===== src/rtl/pif_pkg.sv =====
package pif_pkg;

    typedef enum logic [1:0] {
        FM_BYPASS = 2'd0,
        FM_LOW    = 2'd1,
        FM_HIGH   = 2'd2
    } flt_mode_e;

endpackage


===== src/rtl/pif_filter_stage.sv =====
module pif_filter_stage
    import pif_pkg::*;
#(
    parameter int DW = 14,
    parameter int KW = 5
) (
    input  logic                 clk,
    input  logic                 rst_n,
    input  logic signed [KW-1:0] cfg,
    input  logic signed [DW-1:0] x_i,
    output logic signed [DW-1:0] y_o
);

    localparam int DIFW = DW + 1;
    localparam logic signed [DIFW-1:0] HMAX = {2'b00, {(DW-1){1'b1}}};
    localparam logic signed [DIFW-1:0] HMIN = {2'b11, {(DW-1){1'b0}}};

    typedef struct packed {
        logic signed [DW-1:0] lp;
        logic signed [DW-1:0] y;
    } stage_st_t;

    stage_st_t st_d, st_q;

    flt_mode_e               mode;
    logic        [KW-1:0]    sh;
    logic signed [DIFW-1:0]  diff;
    logic signed [DIFW-1:0]  step;
    logic signed [DIFW-1:0]  lp_wide;
    logic signed [DW-1:0]    lp_new;
    logic signed [DIFW-1:0]  hp_wide;
    logic signed [DW-1:0]    hp_sat;

    always_comb begin
        if (cfg == '0)        mode = FM_BYPASS;
        else if (cfg[KW-1])   mode = FM_HIGH;
        else                  mode = FM_LOW;

        sh      = cfg[KW-1] ? KW'(-cfg) : KW'(cfg);
        diff    = DIFW'(x_i) - DIFW'(st_q.lp);
        step    = diff >>> sh;
        lp_wide = DIFW'(st_q.lp) + step;
        lp_new  = lp_wide[DW-1:0];
        hp_wide = DIFW'(x_i) - DIFW'(lp_new);
        if (hp_wide > HMAX)      hp_sat = HMAX[DW-1:0];
        else if (hp_wide < HMIN) hp_sat = HMIN[DW-1:0];
        else                     hp_sat = hp_wide[DW-1:0];

        st_d = st_q;
        case (mode)
            FM_LOW: begin
                st_d.lp = lp_new;
                st_d.y  = lp_new;
            end
            FM_HIGH: begin
                st_d.lp = lp_new;
                st_d.y  = hp_sat;
            end
            default: begin
                st_d.lp = x_i;
                st_d.y  = x_i;
            end
        endcase
    end

    always_ff @(posedge clk or negedge rst_n) begin
        if (!rst_n) st_q <= '0;
        else        st_q <= st_d;
    end

    assign y_o = st_q.y;

    // a bypassed stage forwards its input after one edge
    a_r2_bypass_pass: assert property (@(posedge clk) disable iff (!rst_n)
        (cfg == '0) |=> (y_o == $past(x_i)));

    // a low-pass step never overshoots: result lies between old state and input
    a_r3_lp_between: assert property (@(posedge clk) disable iff (!rst_n)
        (!cfg[KW-1] && cfg != '0) |=>
        ((y_o >= $past(x_i) && y_o <= $past(st_q.lp)) ||
         (y_o <= $past(x_i) && y_o >= $past(st_q.lp))));

endmodule


===== src/rtl/pif_filter_chain.sv =====
module pif_filter_chain #(
    parameter int DW   = 14,
    parameter int KW   = 5,
    parameter int NSTG = 4
) (
    input  logic                   clk,
    input  logic                   rst_n,
    input  logic [NSTG*KW-1:0]     cfg_flat,
    input  logic signed [DW-1:0]   x_i,
    output logic signed [DW-1:0]   y_o
);

    logic signed [DW-1:0] link [NSTG+1];

    assign link[0] = x_i;

    for (genvar s = 0; s < NSTG; s++) begin : g_stage
        pif_filter_stage #(.DW(DW), .KW(KW)) u_stage (
            .clk   (clk),
            .rst_n (rst_n),
            .cfg   ($signed(cfg_flat[s*KW +: KW])),
            .x_i   (link[s]),
            .y_o   (link[s+1])
        );
    end

    assign y_o = link[NSTG];

endmodule


===== src/rtl/pif_pi_core.sv =====
module pif_pi_core #(
    parameter int DW = 14,
    parameter int GW = 16,
    parameter int IW = 32,
    parameter int GS = 8,
    parameter int OS = 4
) (
    input  logic                 clk,
    input  logic                 rst_n,
    input  logic signed [DW-1:0] e_i,
    input  logic signed [GW-1:0] p_gain,
    input  logic signed [GW-1:0] i_gain,
    input  logic                 ival_we,
    input  logic signed [IW-1:0] ival_wdata,
    output logic signed [IW-1:0] ival_o,
    output logic signed [DW-1:0] u_o
);

    localparam int PW = DW + GW;
    localparam int SW = IW + 1;
    localparam logic signed [SW-1:0] IMAX = {2'b00, {(IW-1){1'b1}}};
    localparam logic signed [SW-1:0] IMIN = {2'b11, {(IW-1){1'b0}}};
    localparam logic signed [SW-1:0] OMAX = {{(SW-DW+1){1'b0}}, {(DW-1){1'b1}}};
    localparam logic signed [SW-1:0] OMIN = {{(SW-DW+1){1'b1}}, {(DW-1){1'b0}}};

    typedef struct packed {
        logic signed [IW-1:0] integ;
        logic signed [DW-1:0] u;
    } core_st_t;

    core_st_t st_d, st_q;

    logic signed [PW-1:0] prod_p, prod_i, pterm, iterm;
    logic signed [SW-1:0] isum, osum;
    logic signed [IW-1:0] isat;
    logic signed [DW-1:0] osat;

    always_comb begin
        prod_p = PW'(e_i) * PW'(p_gain);
        prod_i = PW'(e_i) * PW'(i_gain);
        pterm  = prod_p >>> GS;
        iterm  = prod_i >>> GS;

        isum = SW'(st_q.integ) + SW'(iterm);
        if (isum > IMAX)      isat = IMAX[IW-1:0];
        else if (isum < IMIN) isat = IMIN[IW-1:0];
        else                  isat = isum[IW-1:0];

        osum = SW'(pterm) + SW'(st_q.integ >>> OS);
        if (osum > OMAX)      osat = OMAX[DW-1:0];
        else if (osum < OMIN) osat = OMIN[DW-1:0];
        else                  osat = osum[DW-1:0];

        st_d       = st_q;
        st_d.integ = ival_we ? ival_wdata : isat;
        st_d.u     = osat;
    end

    always_ff @(posedge clk or negedge rst_n) begin
        if (!rst_n) st_q <= '0;
        else        st_q <= st_d;
    end

    assign ival_o = st_q.integ;
    assign u_o    = st_q.u;

    // a host load is visible on the next cycle
    a_r7_host_load: assert property (@(posedge clk) disable iff (!rst_n)
        ival_we |=> (ival_o == $past(ival_wdata)));

    // with both gains zero the integral is frozen
    a_r9_off_frozen: assert property (@(posedge clk) disable iff (!rst_n)
        (!ival_we && p_gain == '0 && i_gain == '0) |=> (ival_o == $past(ival_o)));

    // a non-negative integral fed a non-negative term never wraps negative
    a_r6_no_wrap: assert property (@(posedge clk) disable iff (!rst_n)
        (!ival_we && !ival_o[IW-1] && !e_i[DW-1] && !i_gain[GW-1]) |=> !ival_o[IW-1]);

endmodule


===== src/rtl/pi_filter_ctrl.sv =====
module pi_filter_ctrl #(
    parameter int DW   = 14,
    parameter int KW   = 5,
    parameter int NSTG = 4,
    parameter int GW   = 16,
    parameter int IW   = 32,
    parameter int GS   = 8,
    parameter int OS   = 4
) (
    input  logic                   clk,
    input  logic                   rst_n,
    input  logic [NSTG*KW-1:0]     flt_cfg,
    input  logic signed [DW-1:0]   sig_i,
    input  logic signed [GW-1:0]   p_gain,
    input  logic signed [GW-1:0]   i_gain,
    input  logic                   ival_we,
    input  logic signed [IW-1:0]   ival_wdata,
    output logic signed [IW-1:0]   ival_o,
    output logic signed [DW-1:0]   ctrl_o
);

    logic signed [DW-1:0] err_f;

    pif_filter_chain #(.DW(DW), .KW(KW), .NSTG(NSTG)) u_chain (
        .clk      (clk),
        .rst_n    (rst_n),
        .cfg_flat (flt_cfg),
        .x_i      (sig_i),
        .y_o      (err_f)
    );

    pif_pi_core #(.DW(DW), .GW(GW), .IW(IW), .GS(GS), .OS(OS)) u_core (
        .clk        (clk),
        .rst_n      (rst_n),
        .e_i        (err_f),
        .p_gain     (p_gain),
        .i_gain     (i_gain),
        .ival_we    (ival_we),
        .ival_wdata (ival_wdata),
        .ival_o     (ival_o),
        .u_o        (ctrl_o)
    );

    // when the integral alone exceeds full scale and the proportional gain is zero, the output is pinned
    a_r10_pinned_high: assert property (@(posedge clk) disable iff (!rst_n)
        (p_gain == '0 && (ival_o >>> OS) > IW'(2**(DW-1) - 1)) |=> (ctrl_o == DW'(2**(DW-1) - 1)));

endmodule


===== config.mk =====
export PLATFORM = sky130hd
export DESIGN_NAME = pi_filter_ctrl
export DESIGN_NICKNAME = d
export VERILOG_FILES = /design/src/rtl/pif_pkg.sv /design/src/rtl/pif_filter_stage.sv /design/src/rtl/pif_filter_chain.sv /design/src/rtl/pif_pi_core.sv /design/src/rtl/pi_filter_ctrl.sv
export SDC_FILE = /design/constraint.sdc
export NUM_CORES = 2
export LEC_CHECK = 0
export BUFFER_PORTS_ARGS = -buffer_cell sky130_fd_sc_hd__buf_2
export CAP_MARGIN = 40
export CORE_MARGIN = 8
export CORE_UTILIZATION = 39
export CTS_BUF_LIST = sky130_fd_sc_hd__clkbuf_8
export CTS_CLUSTER_SIZE = 20
export DETAILED_ROUTE_END_ITERATION = 10
export PLACE_DENSITY = 0.51
export SYNTH_ARGS = -nofsm -noshare
export SYNTH_HDL_FRONTEND = slang
export SYNTH_SLANG_ARGS = --single-unit

===== constraint.sdc =====
create_clock -name clk -period 17 [get_ports clk]
set_clock_uncertainty 0.2 [all_clocks]
set_input_delay 1.7 -clock clk [delete_from_list [all_inputs] [get_ports clk]]
set_output_delay 1.7 -clock clk [all_outputs]
set_load 0.05 [all_outputs]

Word level (Yosys, flattened, before mapping) --
Cells that the tools add are included.
Cells by class: $add $sub $neg 18, multipliers 2, magnitude comparators 12, eq/ne operators 8, shift operators 4, mux-type cells 29, reduce and logical (&&, ||, !) cells 4
Operator list (number):
- $pmux 28 s2 | 4
- $mux 14 | 10
- $sub 14x14->15 | 8
- $mux 32 | 3
- $gt 15x14->1 const B | 4
- $lt 15x14->1 const B | 4
- $mul 14x16->30 | 2
- $sshr 15x5->14 | 4
- $add 14x14->14 | 4
- $add 32x22->33 | 1
- $gt 33x14->1 const B | 1
- $gt 33x32->1 const B | 1
- $lt 33x14->1 const B | 1
- $lt 33x32->1 const B | 1
- $add 22x28->29 | 1
- $logic_not 5->1 | 4
- $mux 5 | 4
- $neg 5->5 | 4
- $mux 2 | 8
- $eq 2x1->1 const B | 4
- $eq 2x2->1 const B | 4
Storage, ports and cells: register bits after elaboration 158, bits of input ports 101, output and inout port bits 46, logic and storage cells 87

Logic depth before layout (Yosys ltp) --
depth in word-level cells 9, gate-level depth with buffers 39, mapped depth without buffers 35

By module --
Synthesis repeated with hierarchy kept, for this count alone.
Unflattened totals: cells, all modules 4540, area total of the unflattened synthesis 38007.7 um^2
By module, submodules not included:
- pif_pi_core | instances 1, cells an instance 2380, area each 21106.5 um^2, sequential area each 1151.1 um^2
- pif_filter_stage | instances 4, cells an instance 540, area each 4225.3 um^2, sequential area each 700.7 um^2

Worst setup path before layout --
OpenSTA, ideal clock, no wires.
path type input-to-reg, start in p_gain[8], end reg u_core.st_q (netlist bit u_core.u_o[0]), library setup time 0.145 ns, arrival 10.232 ns, data required time 16.655 ns, path slack 6.423 ns, stages 35, buffers on the path 2, cells stage by stage clkbuf_1 and2_1 fa_1 inv_1 fa_1 inv_1 fa_1 fa_1 fa_1 inv_1 fa_1 inv_1 ha_1 a211o_1 a211oi_1 o21ai_1 a211o_1 a31o_2 a21o_1 o21a_1 or4_1 a31oi_1 xnor2_1 ha_1 a21oi_1 o21ai_1 or3_1 a211oi_2 o31ai_1 a21oi_1 xnor2_1 and4b_1 a41oi_1 buf_2 o21ai_0
Between the ends: longest elaborated chain between the ends 5, elaborated cells on any way between the ends 6, classes of those cells 1 x add/sub; 1 x mul; 2 x order compare; 2 x mux
RTL lines:
- from (decl) | line pi_filter_ctrl.sv:14 | input logic signed [GW-1:0] p_gain,
- $mul 14x16->30 (*) | line pif_pi_core.sv:39 | prod_p = PW'(e_i) * PW'(p_gain);
- $add 22x28->29 (*) | line pif_pi_core.sv:49 | osum = SW'(pterm) + SW'(st_q.integ >>> OS);
- $lt 33x14->1 | line pif_pi_core.sv:51 | else if (osum < OMIN) osat = OMIN[DW-1:0];
- $mux 14 | line pif_pi_core.sv:51
- $mux 14 (*) | line pif_pi_core.sv:50 | if (osum > OMAX) osat = OMAX[DW-1:0];
- via u_core.osat[0] | line pif_pi_core.sv:36 | logic signed [DW-1:0] osat;
- to (signal assigned) | line pif_pi_core.sv:61 | else st_q <= st_d;
- to (decl) | line pif_pi_core.sv:31 | core_st_t st_d, st_q;
Mark *: on every way through the listed nets, which the timed path passes. The rest lies on a longest branch.

Worst setup path in the final report --
start in p_gain[7], end reg u_core.st_q (netlist bit u_core.u_o[4])
The elaborated chain is that of the path after synthesis.

==> impl_results.md <==
* DRT Wirelength at 101000 um
* Clock slew at reported path FFs at 100 ps
* Slowest cell on crit path: fa_1
* CTS Buf Count at 17
* ANT nets after route at 0
* Via/cell ratio at 5.26
* All-Layer GR Usage at 19.8%
* Die Span X at 320 um
* CP arrival at 11210 ps
* CP most frequent cell: fa_1
* Post-layout min period at 10930 ps
* First-pass GRT wire length at 164000 um
* Final hold vios at 0
* Ys Warns at 0
* WP data required at 17270 ps
* Chip height at 320 um
* I/O Pins at 147
* Floorplan core area at 0.0918 mm2
* Layout cell share with drive strength beyond 1 at 5.88%
* Fmax at 0.0915 GHz
* Via Count at 30100
* Library cells used by synthesis at 91
* H-tree depth at 4
* Clock buffer depth at 2
* CP Launch Type: primary input
* CP max stage delay at 540 ps
* Asr flop ratio synth at 100%
* Top-area cell type share of the netlist area at 24.9%
* I/O Buffers at 146
* Post-CTS Setup Inserts at 0
* Post-synth EDFFs at 0
* Critical path class: primary input to flip-flop
* Reg2reg start: u_chain.g_stage[3].u_stage.y_o[13]
* RSZ-0062 raised after global routing: no
* Hold-fix buffers, CTS at 0
* RR Endpoint: u_core.u_o[4]
* Vias in the first global route at 30300
* TNS Setup at 0 ps
* Hold path cells at 1
* Final Wtd Congestion at 0.898
* Die area at 0.103 mm2
* Worst hold start: u_chain.g_stage[1].u_stage.y_o[0]
* Routed len/inst at 17.6 um
* Rel. slew slack at 40.7%
* FF-to-FF path depth at 35
* Placed inst area at 0.0382 mm2
* Final setup viols at 0
* Grt ovf at 0
* DRT Pass-1 Iters at 5
* CTS root buffer: clkbuf_8
* DRC at 0
* Worst-Skew Late Latency at 580 ps
* Top FF cell, synth: dfrtp_1
* Sequential share of the synthesized area at 10.9%
* Max Cap Viol at 0
* Slew @ Worst Pin at 886 ps
* Mapped Cells at 4414
* Final Max Tran Viols at 0
* CP Capture Type: flip-flop
* Largest net degree at the start of global routing at 61
* Initial Utilization at 39.4%
* Post-cts sizing count at 0
* Layout area overhead at 6.74%
* TritonCTS clock tree: built
* Final Cell Area at 0.0386 mm2
* Max Fanout on Critical Path at 14
* Reg2Reg Setup Slack at 6470 ps
* Largest cells by area after synthesis: fa_1, ha_1, dfrtp_1
* Post-Syn Nets at 5334
* Initial DRC count at 1601
* Placement Rows at 111
* Detailed Place HPWL at 82800 um
* Post-synth top area cell: fa_1
* Status: finished clean
* Final #Nets at 5383
* #FFs+latches synth at 158
* Most numerous cell in the Yosys netlist: inv_1
* Synth cell count leaders: inv_1, nand2_1, fa_1, ha_1, nor2_1
* Avg Inst Size Synth at 8.19 um2
* Initial antenna violation count at 4
* Final worst-path cycle share at 64.3%
* Sink Count at 158
* Hold worst-path end: u_chain.g_stage[2].u_stage.st_q[14]
* Cell Area, Synth at 0.0362 mm2
* HP Class: flip-flop to flip-flop
worst max-delay path, delay by kind of cell:
family / cells / cell delay (ps)
compound gates: 15 / 3100
buf+inv: 6 / 630
simple gates: 4 / 1310
fa+ha+maj: 8 / 3850
xor+xnor: 2 / 590
state kept, by name, indices dropped and copies added (netlist names):
name	flops
u_chain.g_stage.u_stage.st_q	56
u_chain.g_stage.u_stage.y_o	56
u_core.ival_o	32
u_core.u_o	14
layout make-up:
type	instances	area [um2]
sequential	158	3960
clock buffer	18	248
inverter	663	2490
timing repair buffer	182	1050
clock inverter	14	145
multi-input combinational	3441	29200
antenna	1	2.50
tap	1243	1560
fill	9493	53200
cell usage in the layout, fill, tap and decap left out, types with 11 or more instances in the layout:
cell type | synthesis | final
o21ai_1 | 18 | 18
nor4_1 | 14 | 14
xnor2_1 | 148 | 148
nor2_1 | 290 | 290
o21ai_0 | 232 | 232
xor2_1 | 94 | 94
o21a_1 | 49 | 49
a21oi_1 | 256 | 255
nand4_1 | 19 | 19
clkbuf_8 | 0 | 18
and3_1 | 22 | 22
a21o_1 | 83 | 83
and2_1 | 249 | 249
nand3_1 | 43 | 43
o21bai_1 | 19 | 19
nor3_1 | 72 | 72
mux2_2 | 12 | 12
ha_1 | 369 | 369
maj3_1 | 12 | 12
a211oi_1 | 69 | 69
o22ai_1 | 35 | 35
a31oi_1 | 25 | 25
fa_1 | 450 | 450
a311oi_1 | 11 | 11
nand2_1 | 469 | 469
o31ai_1 | 15 | 15
or3_1 | 14 | 14
buf_2 | 6 | 146
inv_1 | 660 | 662
nand2b_1 | 41 | 41
dfrtp_1 | 158 | 157
buf_4 | 1 | 31
nor2b_1 | 44 | 44
mux2i_1 | 43 | 43
o211ai_1 | 26 | 26
a22o_1 | 21 | 21
worst max path at each step:
stage / from / end / slack (ps) / cells past startpoint
6_report: p_gain[7] / u_core.u_o[4] / 6070 / 35
5_1_grt: i_gain[5] / u_core.ival_o[20] / 5420 / 35
4_1_cts: i_gain[5] / u_core.ival_o[20] / 6100 / 35
3_5_place_dp: p_gain[5] / u_core.u_o[4] / 5480 / 37
3_3_place_gp: i_gain[5] / u_core.ival_o[0] / 5140 / 35
2_1_floorplan: p_gain[8] / u_core.u_o[0] / 6420 / 35
layer usage:
metal	wire (um)	track usage, %
met5	10	0
met2	48500	33.6
met3	3400	2.00
met4	2830	5.72
met1	46100	26.6
cell families after synthesis:
group	after synthesis	synth area share, %
compound gates	994	17.7
xor+xnor	244	5.99
fa+ha+maj	831	38.0
buf+inv	815	8.49
flops	158	10.9
mux	55	1.56
simple gates	1317	17.3
through the flow:
step | hold slack [ps] | worst slack, ps | util, % | std cells
floorplan | 297 | 6420 | - | 4414
detailed placement | 356 | 5480 | 41.6 | 5687
CTS | 379 | 6100 | 42.0 | 5719
global placement | 343 | 5140 | 41.5 | 5676
finish | 371 | 6070 | 42.0 | 5720
global route | 389 | 5420 | 42.0 | 5720
Power is not shown: default switching activity piles up to over one toggle a cycle in this logic, so the estimate is an artifact.
